**config.mk**
```make
export PLATFORM = sky130hd
export DESIGN_NAME = exc_entry_seq
export DESIGN_NICKNAME = d
export VERILOG_FILES = /design/src/rtl/exc_entry_seq.sv
export SDC_FILE = /design/constraint.sdc
export NUM_CORES = 1
export LEC_CHECK = 0
export BUFFER_PORTS_ARGS = -buffer_cell sky130_fd_sc_hd__buf_2
export CELL_PAD_IN_SITES_DETAIL_PLACEMENT = 2
export CELL_PAD_IN_SITES_GLOBAL_PLACEMENT = 2
export CORE_MARGIN = 2
export CORE_UTILIZATION = 31
export DETAILED_ROUTE_END_ITERATION = 16
export PLACE_DENSITY_LB_ADDON = 0.1
export SLEW_MARGIN = 20
export SYNTH_ARGS = -nofsm -noshare
export SYNTH_HDL_FRONTEND = slang
export SYNTH_SLANG_ARGS = --single-unit
```
**constraint.sdc**
```tcl
create_clock -name clk -period 4.2 [get_ports clk]
set_input_delay 0.42 -clock clk [delete_from_list [all_inputs] [get_ports clk]]
set_output_delay 0.42 -clock clk [all_outputs]
set_load 0.01 [all_outputs]
```
**src/rtl/exc_entry_seq.sv**
```systemverilog
module exc_entry_seq (
  input  logic        clk,
  input  logic        rst_n,
  input  logic        req,
  input  logic        is_irq,
  input  logic [2:0]  irq_level,
  input  logic [7:0]  int_vector,
  input  logic [15:0] sr_in,
  input  logic [31:0] pc_in,
  input  logic [31:0] ssp_in,
  input  logic [31:0] vbr_in,
  output logic        bus_req,
  output logic        bus_we,
  output logic [2:0]  bus_fc,
  output logic [31:0] bus_addr,
  output logic [15:0] bus_wdata,
  input  logic [15:0] bus_rdata,
  input  logic        bus_ack,
  input  logic        bus_err,
  output logic [15:0] sr_out,
  output logic [31:0] pc_out,
  output logic [31:0] ssp_out,
  output logic        busy,
  output logic        done,
  output logic        error
);
  localparam logic [2:0] FC_CPU  = 3'd7;
  localparam logic [2:0] FC_SDAT = 3'd5;
  localparam logic [3:0] FMT0    = 4'b0000;

  typedef enum logic [3:0] {
    S_IDLE, S_MODE, S_IACK, S_W0, S_W1, S_W2, S_W3, S_RH, S_RL
  } st_t;

  st_t         st;
  logic [15:0] sr_cp, hi_q;
  logic [31:0] pc_q, ssp_q, vbr_q;
  logic        irq_q;
  logic [2:0]  lvl_q;
  logic [7:0]  vec_q;

  wire [31:0] vaddr = vbr_q + {22'd0, vec_q, 2'b00};
  wire [15:0] fmt_w = {FMT0, 2'b00, vec_q, 2'b00};

  assign busy = (st != S_IDLE);

  always_comb begin
    bus_req   = 1'b1;
    bus_we    = 1'b0;
    bus_fc    = FC_SDAT;
    bus_addr  = 32'd0;
    bus_wdata = 16'd0;
    case (st)
      S_IACK: begin bus_fc = FC_CPU; bus_addr = {12'h000, 4'hF, 12'h000, lvl_q, 1'b1}; end
      S_W0:   begin bus_we = 1'b1; bus_addr = ssp_q - 32'd2; bus_wdata = fmt_w; end
      S_W1:   begin bus_we = 1'b1; bus_addr = ssp_q - 32'd4; bus_wdata = pc_q[15:0]; end
      S_W2:   begin bus_we = 1'b1; bus_addr = ssp_q - 32'd6; bus_wdata = pc_q[31:16]; end
      S_W3:   begin bus_we = 1'b1; bus_addr = ssp_q - 32'd8; bus_wdata = sr_cp; end
      S_RH:   bus_addr = vaddr;
      S_RL:   bus_addr = vaddr + 32'd2;
      default: bus_req = 1'b0;
    endcase
  end

  always_ff @(posedge clk) begin
    if (!rst_n) begin
      st      <= S_IDLE;
      sr_cp   <= '0;
      hi_q    <= '0;
      pc_q    <= '0;
      ssp_q   <= '0;
      vbr_q   <= '0;
      irq_q   <= 1'b0;
      lvl_q   <= '0;
      vec_q   <= '0;
      sr_out  <= '0;
      pc_out  <= '0;
      ssp_out <= '0;
      done    <= 1'b0;
      error   <= 1'b0;
    end else begin
      done <= 1'b0;
      case (st)
        S_IDLE: if (req) begin
          sr_cp <= sr_in;
          pc_q  <= pc_in;
          ssp_q <= ssp_in;
          vbr_q <= vbr_in;
          irq_q <= is_irq;
          lvl_q <= irq_level;
          vec_q <= int_vector;
          error <= 1'b0;
          st    <= S_MODE;
        end
        S_MODE: begin
          sr_out <= {2'b00, 1'b1, sr_cp[12:11], irq_q ? lvl_q : sr_cp[10:8], sr_cp[7:0]};
          st     <= irq_q ? S_IACK : S_W0;
        end
        S_IACK: if (bus_ack) begin
          if (bus_err) begin
            error <= 1'b1;
            st    <= S_IDLE;
          end else begin
            vec_q <= bus_rdata[7:0];
            st    <= S_W0;
          end
        end
        S_W0: if (bus_ack) st <= S_W1;
        S_W1: if (bus_ack) st <= S_W2;
        S_W2: if (bus_ack) st <= S_W3;
        S_W3: if (bus_ack) st <= S_RH;
        S_RH: if (bus_ack) begin
          hi_q <= bus_rdata;
          st   <= S_RL;
        end
        S_RL: if (bus_ack) begin
          pc_out  <= {hi_q, bus_rdata};
          ssp_out <= ssp_q - 32'd8;
          done    <= 1'b1;
          st      <= S_IDLE;
        end
        default: st <= S_IDLE;
      endcase
    end
  end
endmodule


```
## Word level (Yosys, flattened, before mapping)

Index checks and enable logic that the tools add are counted.

| word-level totals | value |
|---|---|
| register bits after elaboration | 224 |
| bits of input ports | 145 |
| output and inout bits | 136 |
| logic and storage cells | 76 |

| cells by class | value |
|---|---|
| add/sub/neg operators | 6 |
| equality and inequality tests | 18 |
| multiplexer cells | 26 |
| reductions and logical operators | 12 |

Operator list:

| cell | count |
|---|---|
| 32-bit case mux with 7 select lines | 1 |
| 16-bit case mux with 4 select lines | 1 |
| 32-bit by 3-bit subtractor with 32-bit output (second input constant) | 2 |
| 4-bit case mux with 9 select lines | 1 |
| 32-bit by 10-bit adder with 32-bit output | 1 |
| 32-bit by 2-bit adder with 32-bit output (second input constant) | 1 |
| 4-bit 2-to-1 mux | 8 |
| 32-bit by 2-bit subtractor with 32-bit output (second input constant) | 1 |
| 32-bit by 4-bit subtractor with 32-bit output (second input constant) | 1 |
| 8-bit 2-to-1 mux | 3 |
| 2-bit != test (second input constant) | 10 |
| 4-bit by 3-bit == test with 1-bit output (second input constant) | 4 |
| 8-bit case mux with 2 select lines | 1 |
| 4-bit by 2-bit == test with 1-bit output (second input constant) | 2 |
| 2-bit AND reduction | 4 |
| 4-bit AND reduction | 2 |
| 8-bit AND reduction | 1 |
| 1-bit 2-to-1 mux | 7 |
| 7-bit OR reduction | 1 |
| 4-bit by 1-bit == test with 1-bit output (second input constant) | 1 |
| 4-bit == test (second input constant) | 1 |
| 4-bit logical NOT | 1 |
| 2-bit 2-to-1 mux | 2 |
| 4-bit nonzero test | 1 |
| 4 further kinds | 4 |

## Longest topological paths before layout

Gate-level depths: netlist of the first run.

| depth | value |
|---|---|
| word-level depth | 3 |
| gate-level depth with buffers | 14 |

## Worst setup path before layout of the first run

No wires, ideal clock.

| timing path | value |
|---|---|
| kind | register -> output |
| start point | reg vec_q[0] |
| end point | out bus_addr[30] |
| arrival time | 3.332 ns |
| required time | 3.780 ns |
| slack | 0.448 ns |
| cell stages (with the launch flop) | 12 |
| cells stage by stage | dfxtp_1 ha_1 inv_1 fa_1 nand3b_1 or4b_2 nor4_1 nand4_1 nand4bb_1 nor4b_1 xor2_1 o221ai_1 |

| between the ends | value |
|---|---|
| longest elaborated chain between the ends | 3 |

Ends and longest elaborated chain:

| what | RTL line | RTL |
|---|---|---|
| start: declaration | 40 | `logic [7:0] vec_q;` |
| start signal: assignment | 91 | `vec_q <= int_vector;` |
| start signal: assignment | 104 | `vec_q <= bus_rdata[7:0];` |
| 32-bit by 10-bit adder with 32-bit output (*) | 42 | `wire [31:0] vaddr = vbr_q + {22'd0, vec_q, 2'b00};` |
| 32-bit by 2-bit adder with 32-bit output | 60 | `S_RL: bus_addr = vaddr + 32'd2;` |
| 32-bit case mux with 7 select lines (*) | 53 | `case (st)` |
| end: declaration | 15 | `output logic [31:0] bus_addr,` |

Every way passes the cells marked *; elsewhere a longest branch is shown, timed or not.

## Worst setup path in the final report of the first run

| timing path | value |
|---|---|
| start point | reg vbr_q[5] |
| end point | out bus_addr[29] |

| between the ends | value |
|---|---|
| longest elaborated chain between the ends | 3 |

Ends and longest elaborated chain:

| what | RTL line | RTL |
|---|---|---|
| start: declaration | 37 | `logic [31:0] pc_q, ssp_q, vbr_q;` |
| start signal: assignment | 88 | `vbr_q <= vbr_in;` |
| 32-bit by 10-bit adder with 32-bit output (*) | 42 |  |
| 32-bit by 2-bit adder with 32-bit output | 60 |  |
| 32-bit case mux with 7 select lines (*) | 53 |  |

Marks and branches as above.

==> results.cfg, run 1 <==
[sta]
setup_ws_ns = -0.2568
tightest_slew_ns = 0.9912
fin_skew_ns = 0.02723
min_period_over_period = 1.061
slew_headroom = 0.3356
slew_viol_final = 0
rsz0062_at_grt = true
fin_crit_ns = 4.457
fmax_mhz = 224.4
hold_violations = 0
setup_viol = 12

[clock_network]
worstSkewPairLatency_ns = 0.58
cts_buffer_depth = 3
root_buffer = clkbuf_16
h-tree-depth = 1
cts.sinks = 224
clk_pin_slew_ns = 0.06
numCtsBuffers = 28
tritoncts = built

[synthesis]
synth_seq_area_share = 0.3546
synth_warnings = 0
ys.flop_type = dfxtp_1
async_flop_share = 0
synth_compound_area_frac = 0.2518
synth_xor_area_frac = 0.05611
synth_cell_types = 72
synth-seq-cells = 224
synth.most_common_cell = nand2_1
syn-cell-area_mm2 = 0.01264
yosys-top-cells-count = nand2_1, dfxtp_1, a21boi_0
avgSynthCellArea_um2 = 7.631
synth_top_family_by_area = compound AO/OA/AOI/OAI gates
syn_inst = 1657
yosys.area_share.adder = 0.01504
yosysTopAreaCellShare = 0.3546
synth_edf_count = 0
yosys-top-cells-area = dfxtp_1, nand2_1, a21boi_0
netlist.top_cell.by_area = dfxtp_1
synthMuxAreaShare = 0.02790
synthSimpleGateAreaFrac = 0.2455

[detailed_routing]
drc = 0
dr.pass1.iters = 5
detail-route-antenna-nets = 0
wirelength_um = 56050
wire_per_inst_um = 22.35
drt_first_iter_violations = 678
routed_via_density = 5.344
via_count = 13400

[worst_hold_path]
whs_path_depth = 3
worstHoldEndpoint = lvl_q[0]$_SDFFE_PN0P_
hold_path_class = in2reg
min_from = irq_level[0]

[worst_setup_path]
path_max_fanout = 4
slowest_delay_ns = 0.49
critPathRequiredTime_ns = 3.78
cp.arrival_ns = 4.04
rr_startpoint = ssp_q[3]$_SDFFE_PN0P_
crit_chain = ha_4 > o211ai_1 > or3b_4 > a211o_1 > a221oi_2 > and4_4 > nand4_1 > buf_4 > nor4_4 > xor2_1 > o221ai_2 > buf_2
crit_type = reg2out
rrSetupSlack_ns = 0.92
critPathLaunch = vbr_q[5]$_SDFFE_PN0P_
rr_endpoint = ssp_out[29]$_SDFFE_PN0P_
cpMaxStageDelayCell = or3b_4
crit_path_end_kind = output port
startpoint_type = flip-flop
reg2reg_depth = 11

[floorplanning]
dieArea_mm2 = 0.04242
die_h_um = 206.0
rows = 73
die_w_um = 206.0
initial_core_util = 0.3161
core_area_mm2 = 0.04001
ioPinCount = 281

[place]
port_buffers = 276
dp_hpwl_um = 39350
place_ws_ns = -0.07753
globalplace.congestion = 0.8673

[layout]
seq_area_mm2 = 0.004511
fin_util = 0.4214
n_fill_cell = 4644
drive_gt1_frac = 0.2899
multi_input_area_mm2 = 0.008259
finalNetCount = 2120
synthToLayoutAreaGrowth_pct = 33.32

[flow_run]
maxCapViolCount = 0

[status]
violations = setup timing
outcome = finished, violations left

[power]
p_int_w = 0.004625
p_switching_w = 0.002743
power_frac_clock = 0.323
powerDensity_mw_per_mm2 = 437.1
vdd_drop_max_mv = 0.2677
swShare = 0.3723
pwr-share-seq = 0.340
p_leak_nw = 7.160
combPwrFrac = 0.337

[global_route]
grt_max_degree = 154
first_global_vias = 14150
antenna_found_initial = 3
track_usage = 0.2562
overflow = 0
grt_first_pass_wirelength_um = 84500
## critical path, delay by kind of cell (launching register included)
kind / cells / cell delay [ns]
adder cells (fa/ha/maj): 1 / 0.27
AO/OA/AOI/OAI: 4 / 0.96
buffers and inverters: 2 / 0.42
AND/OR/NAND/NOR: 4 / 1.23
flip-flops: 1 / 0.35
XOR/XNOR: 1 / 0.21
## placed cells by master (no fill, tap or decap), types with 10 or more instances in the layout
| master | n |
|---|---|
| xor2_1 | 35 |
| clkbuf_16 | 28 |
| nor2_1 | 78 |
| o211a_1 | 40 |
| xnor2_1 | 38 |
| nand2_1 | 456 |
| nand3_1 | 18 |
| dfxtp_1 | 211 |
| buf_4 | 119 |
| o221ai_1 | 14 |
| nor3_1 | 19 |
| a21oi_1 | 67 |
| inv_1 | 13 |
| o21ai_0 | 46 |
| buf_2 | 274 |
| nand2b_1 | 11 |
| a21boi_0 | 179 |
| mux2i_1 | 33 |
| and2_1 | 10 |
## routing by layer
layer,vias up,GRT usage,part of all wire
met5,-,0,0
met1,6706,0.3469,0.46
met4,0,0.07602,0.024
met3,77,0.03169,0.043
li1,6313,-,-
met2,307,0.4251,0.47
## flip-flops by register name, summed over array words and instances, names as in the netlist
signal and cells:
hi_q 16, done 1, lvl_q 3, vbr_q 32, vec_q 8, error 1, pc_out 32, ssp_out 32
ssp_q 32, st 4, sr_cp 16, irq_q 1, sr_out 14, pc_q 32
## final cells by class
cell class                 count  share of cell area
timing repair buffer         405              0.1454
tap                          525             0.03897
inverter                      18            0.004305
clock inverter                11            0.006606
antenna                        3           0.0004453
sequential                   224              0.2676
multi-input combinational   1284              0.4899
clock buffer                  38             0.04676
## cells by family after synthesis
family                   count (synthesis)
other                                    2
AND/OR/NAND/NOR                        702
adder cells (fa/ha/maj)                 14
AO/OA/AOI/OAI                          448
buffers and inverters                  151
flip-flops                             224
multiplexers                            35
XOR/XNOR                                81
## how the worst max path moves through the flow
stage                         to  slack (ns)  cells after the start
finish              bus_addr[29]       -0.26                     12
CTS                 bus_addr[30]       -0.07                     11
floorplan           bus_addr[30]        0.45                     11
detailed placement  bus_addr[25]       -0.08                     11
global route        bus_addr[29]       -0.36                     13
global placement    bus_addr[30]        0.09                     12
## stage by stage
stage	cells	setup TNS, ns	area, µm²	power [W]	hold WS (ns)
floorplan	1659	0	12650	0.003808	0.4412
global placement	2405	0	14810	0.004686	0.4460
detailed placement	2405	-0.1718	14810	0.004741	0.4572
CTS	2493	-0.2310	16540	0.007338	0.05607
global route	2508	-3.778	16860	0.007767	0.08015
finish	2508	-1.693	16860	0.007368	0.08113
## power by group through the flow
stage / sequential [W] / clock [W] / combinational, W
5_1_grt: 0.00252 / 0.00254 / 0.00271
2_1_floorplan: 0.00243 / 0 / 0.00138
3_3_place_gp: 0.00251 / 0 / 0.00218
6_report: 0.00250 / 0.00238 / 0.00248
3_5_place_dp: 0.00252 / 0 / 0.00222
4_1_cts: 0.00249 / 0.00244 / 0.00240
## repair_timing
item,CTS,global route
hold buffers,0,0
endpoints found under the setup margin,21,20
pin swaps,41,42
gates resized for setup,111,38
setup buffers,39,11
No activity file was read; power rests on OpenSTA's default activity.
==> run 2: changes to the inputs <==
--- a/config.mk
+++ b/config.mk
@@ -12,6 +12,8 @@
 export CORE_UTILIZATION = 31
 export DETAILED_ROUTE_END_ITERATION = 16
 export PLACE_DENSITY_LB_ADDON = 0.1
+export RECOVER_POWER = 100
+export REMOVE_ABC_BUFFERS = 1
 export SLEW_MARGIN = 20
 export SYNTH_ARGS = -nofsm -noshare
 export SYNTH_HDL_FRONTEND = slang
==> results.cfg, run 2 (synthesis gave the netlist of run 1 again) <==
[clock_network]
h-tree-depth = 1
root_buffer = clkbuf_16
clk_pin_slew_ns = 0.06
cts.sinks = 224
cts_buffer_depth = 3
tritoncts = built
numCtsBuffers = 28
worstSkewPairLatency_ns = 0.57

[floorplanning]
die_h_um = 206.0
core_area_mm2 = 0.04001
dieArea_mm2 = 0.04242
ioPinCount = 281
initial_core_util = 0.3161
rows = 73
die_w_um = 206.0

[sta]
fmax_mhz = 231.8
slew_viol_final = 99
tightest_slew_ns = 2.231
finalSetupTns_ns = -0.4883
rsz0062_at_grt = true
setup_viol = 9
setup_ws_ns = -0.1142
fin_crit_ns = 4.314
min_period_over_period = 1.027
fin_skew_ns = 0.009503
slew_headroom = -0.4874
hold_violations = 0

[global_route]
first_global_vias = 13980
overflow = 0
grt_max_degree = 126
antenna_found_initial = 4
track_usage = 0.2382
grt_first_pass_wirelength_um = 80000

[detailed_routing]
wirelength_um = 51270
dr.pass1.iters = 4
drt_first_iter_violations = 509
routed_via_density = 5.221
met3_length_um = 2771
detail-route-antenna-nets = 0
drc = 0
met2_length_um = 25070
wire_per_inst_um = 20.67
top_layer = met5
via_count = 12950
wl_met1_um = 22460

[layout]
final_cells = 2480
design_area_mm2 = 0.01631
finalNetCount = 2095
final_cell_mix = nand2_1, dfxtp_1, a21boi_0
layout_commonest_cell = nand2_1
drive_gt1_frac = 0.2190
synthToLayoutAreaGrowth_pct = 29.00

[place]
port_buffers = 276
placedCellCount = 2389
dpl_cell_area_mm2 = 0.01468
dp_hpwl_um = 36910
place_ws_ns = -0.05289
globalplace.congestion = 0.8666

[power]
vdd_drop_max_mv = 0.2650
p_leak_nw = 6.477
powerDensity_mw_per_mm2 = 436.3

[worst_setup_path]
startpoint_type = flip-flop
path_max_fanout = 5
crit_path_end_kind = output port
cp.arrival_ns = 3.89
critPathRequiredTime_ns = 3.78
crit_type = reg2out
reg2reg_depth = 8
critPathLaunch = vec_q[6]$_SDFFE_PN0P_
crit_chain = ha_4 > and3_4 > or3b_4 > buf_4 > a21o_1 > xnor2_1 > nand4_1 > nand4bb_4 > nor4b_4 > xor2_1 > o221ai_1 > buf_2
cpMaxStageDelayCell = xnor2_1
crit_buf_inv = 2
path_depth = 12
crit_family = simple AND/OR/NAND/NOR gates
slowest_delay_ns = 0.47
rr_startpoint = st[0]$_SDFFE_PN0P_

[status]
outcome = finished, violations left
violations = capacitance limit, slew limit, setup timing

[worst_hold_path]
hold_path_class = in2reg
min_from = vbr_in[9]
whs_path_depth = 3

[flow_run]
maxCapViolCount = 2
-- run 2: what timing repair did --
item,4_1_cts,5_1_grt
setup buffers,35,8
pin swaps,37,20
setup endpoints to repair,21,20
resized for setup,100,35
hold buffers,0,0
-- run 2: final timing paths --
check                       endpoint  slack [ns]
min reg2reg  pc_out[27]$_SDFFE_PN0P_        0.46
max reg2reg   pc_out[5]$_SDFFE_PN0P_        0.24
max                     bus_addr[30]       -0.11
min            vbr_q[9]$_SDFFE_PN0P_         0.1
-- run 2: power by group --
group / internal (W) / total (W) / switching, W
clock network: 0.00135 / 0.00232 / 0.000973
registers: 0.00229 / 0.00248 / 0.000189
logic: 0.000886 / 0.00231 / 0.00142
-- run 2: area by class of cell --
| cell class | instances | area, µm² |
|---|---|---|
| clock inverter | 8 | 78.83 |
| tap | 525 | 656.9 |
| fill | 4680 | 23690 |
| multi-input combinational | 1284 | 8178 |
| sequential | 224 | 4504 |
| clock buffer | 40 | 785.8 |
| inverter | 18 | 67.56 |
| antenna | 1 | 2.502 |
| timing repair buffer | 380 | 2038 |
-- run 2: metrics by stage --
stage | util | power, W | hold WS [ns]
2_1_floorplan | - | 0.003727 | 0.4412
3_3_place_gp | 0.3669 | 0.004596 | 0.4451
3_5_place_dp | 0.3669 | 0.004656 | 0.4582
4_1_cts | 0.4069 | 0.007185 | 0.07505
5_1_grt | 0.4077 | 0.007555 | 0.09108
6_report | 0.4077 | 0.007116 | 0.09784
-- run 2: worst reg2reg max path, stage by stage, from the launching register on --
cell	delay [ns]
dfxtp_1	0.31
buf_4	0.16
buf_4	0.26
nor3_1	0.22
clkbuf_1	0.26
and3_1	1.71
buf_4	0.63
nand2_1	0.14
a21boi_0	0.21
-- run 2: layer usage --
layer | vias to the layer above | GRT usage
met5 | - | 0
met3 | 63 | 0.04588
met2 | 246 | 0.4165
li1 | 6254 | -
met1 | 6380 | 0.3034
met4 | 6 | 0.04923
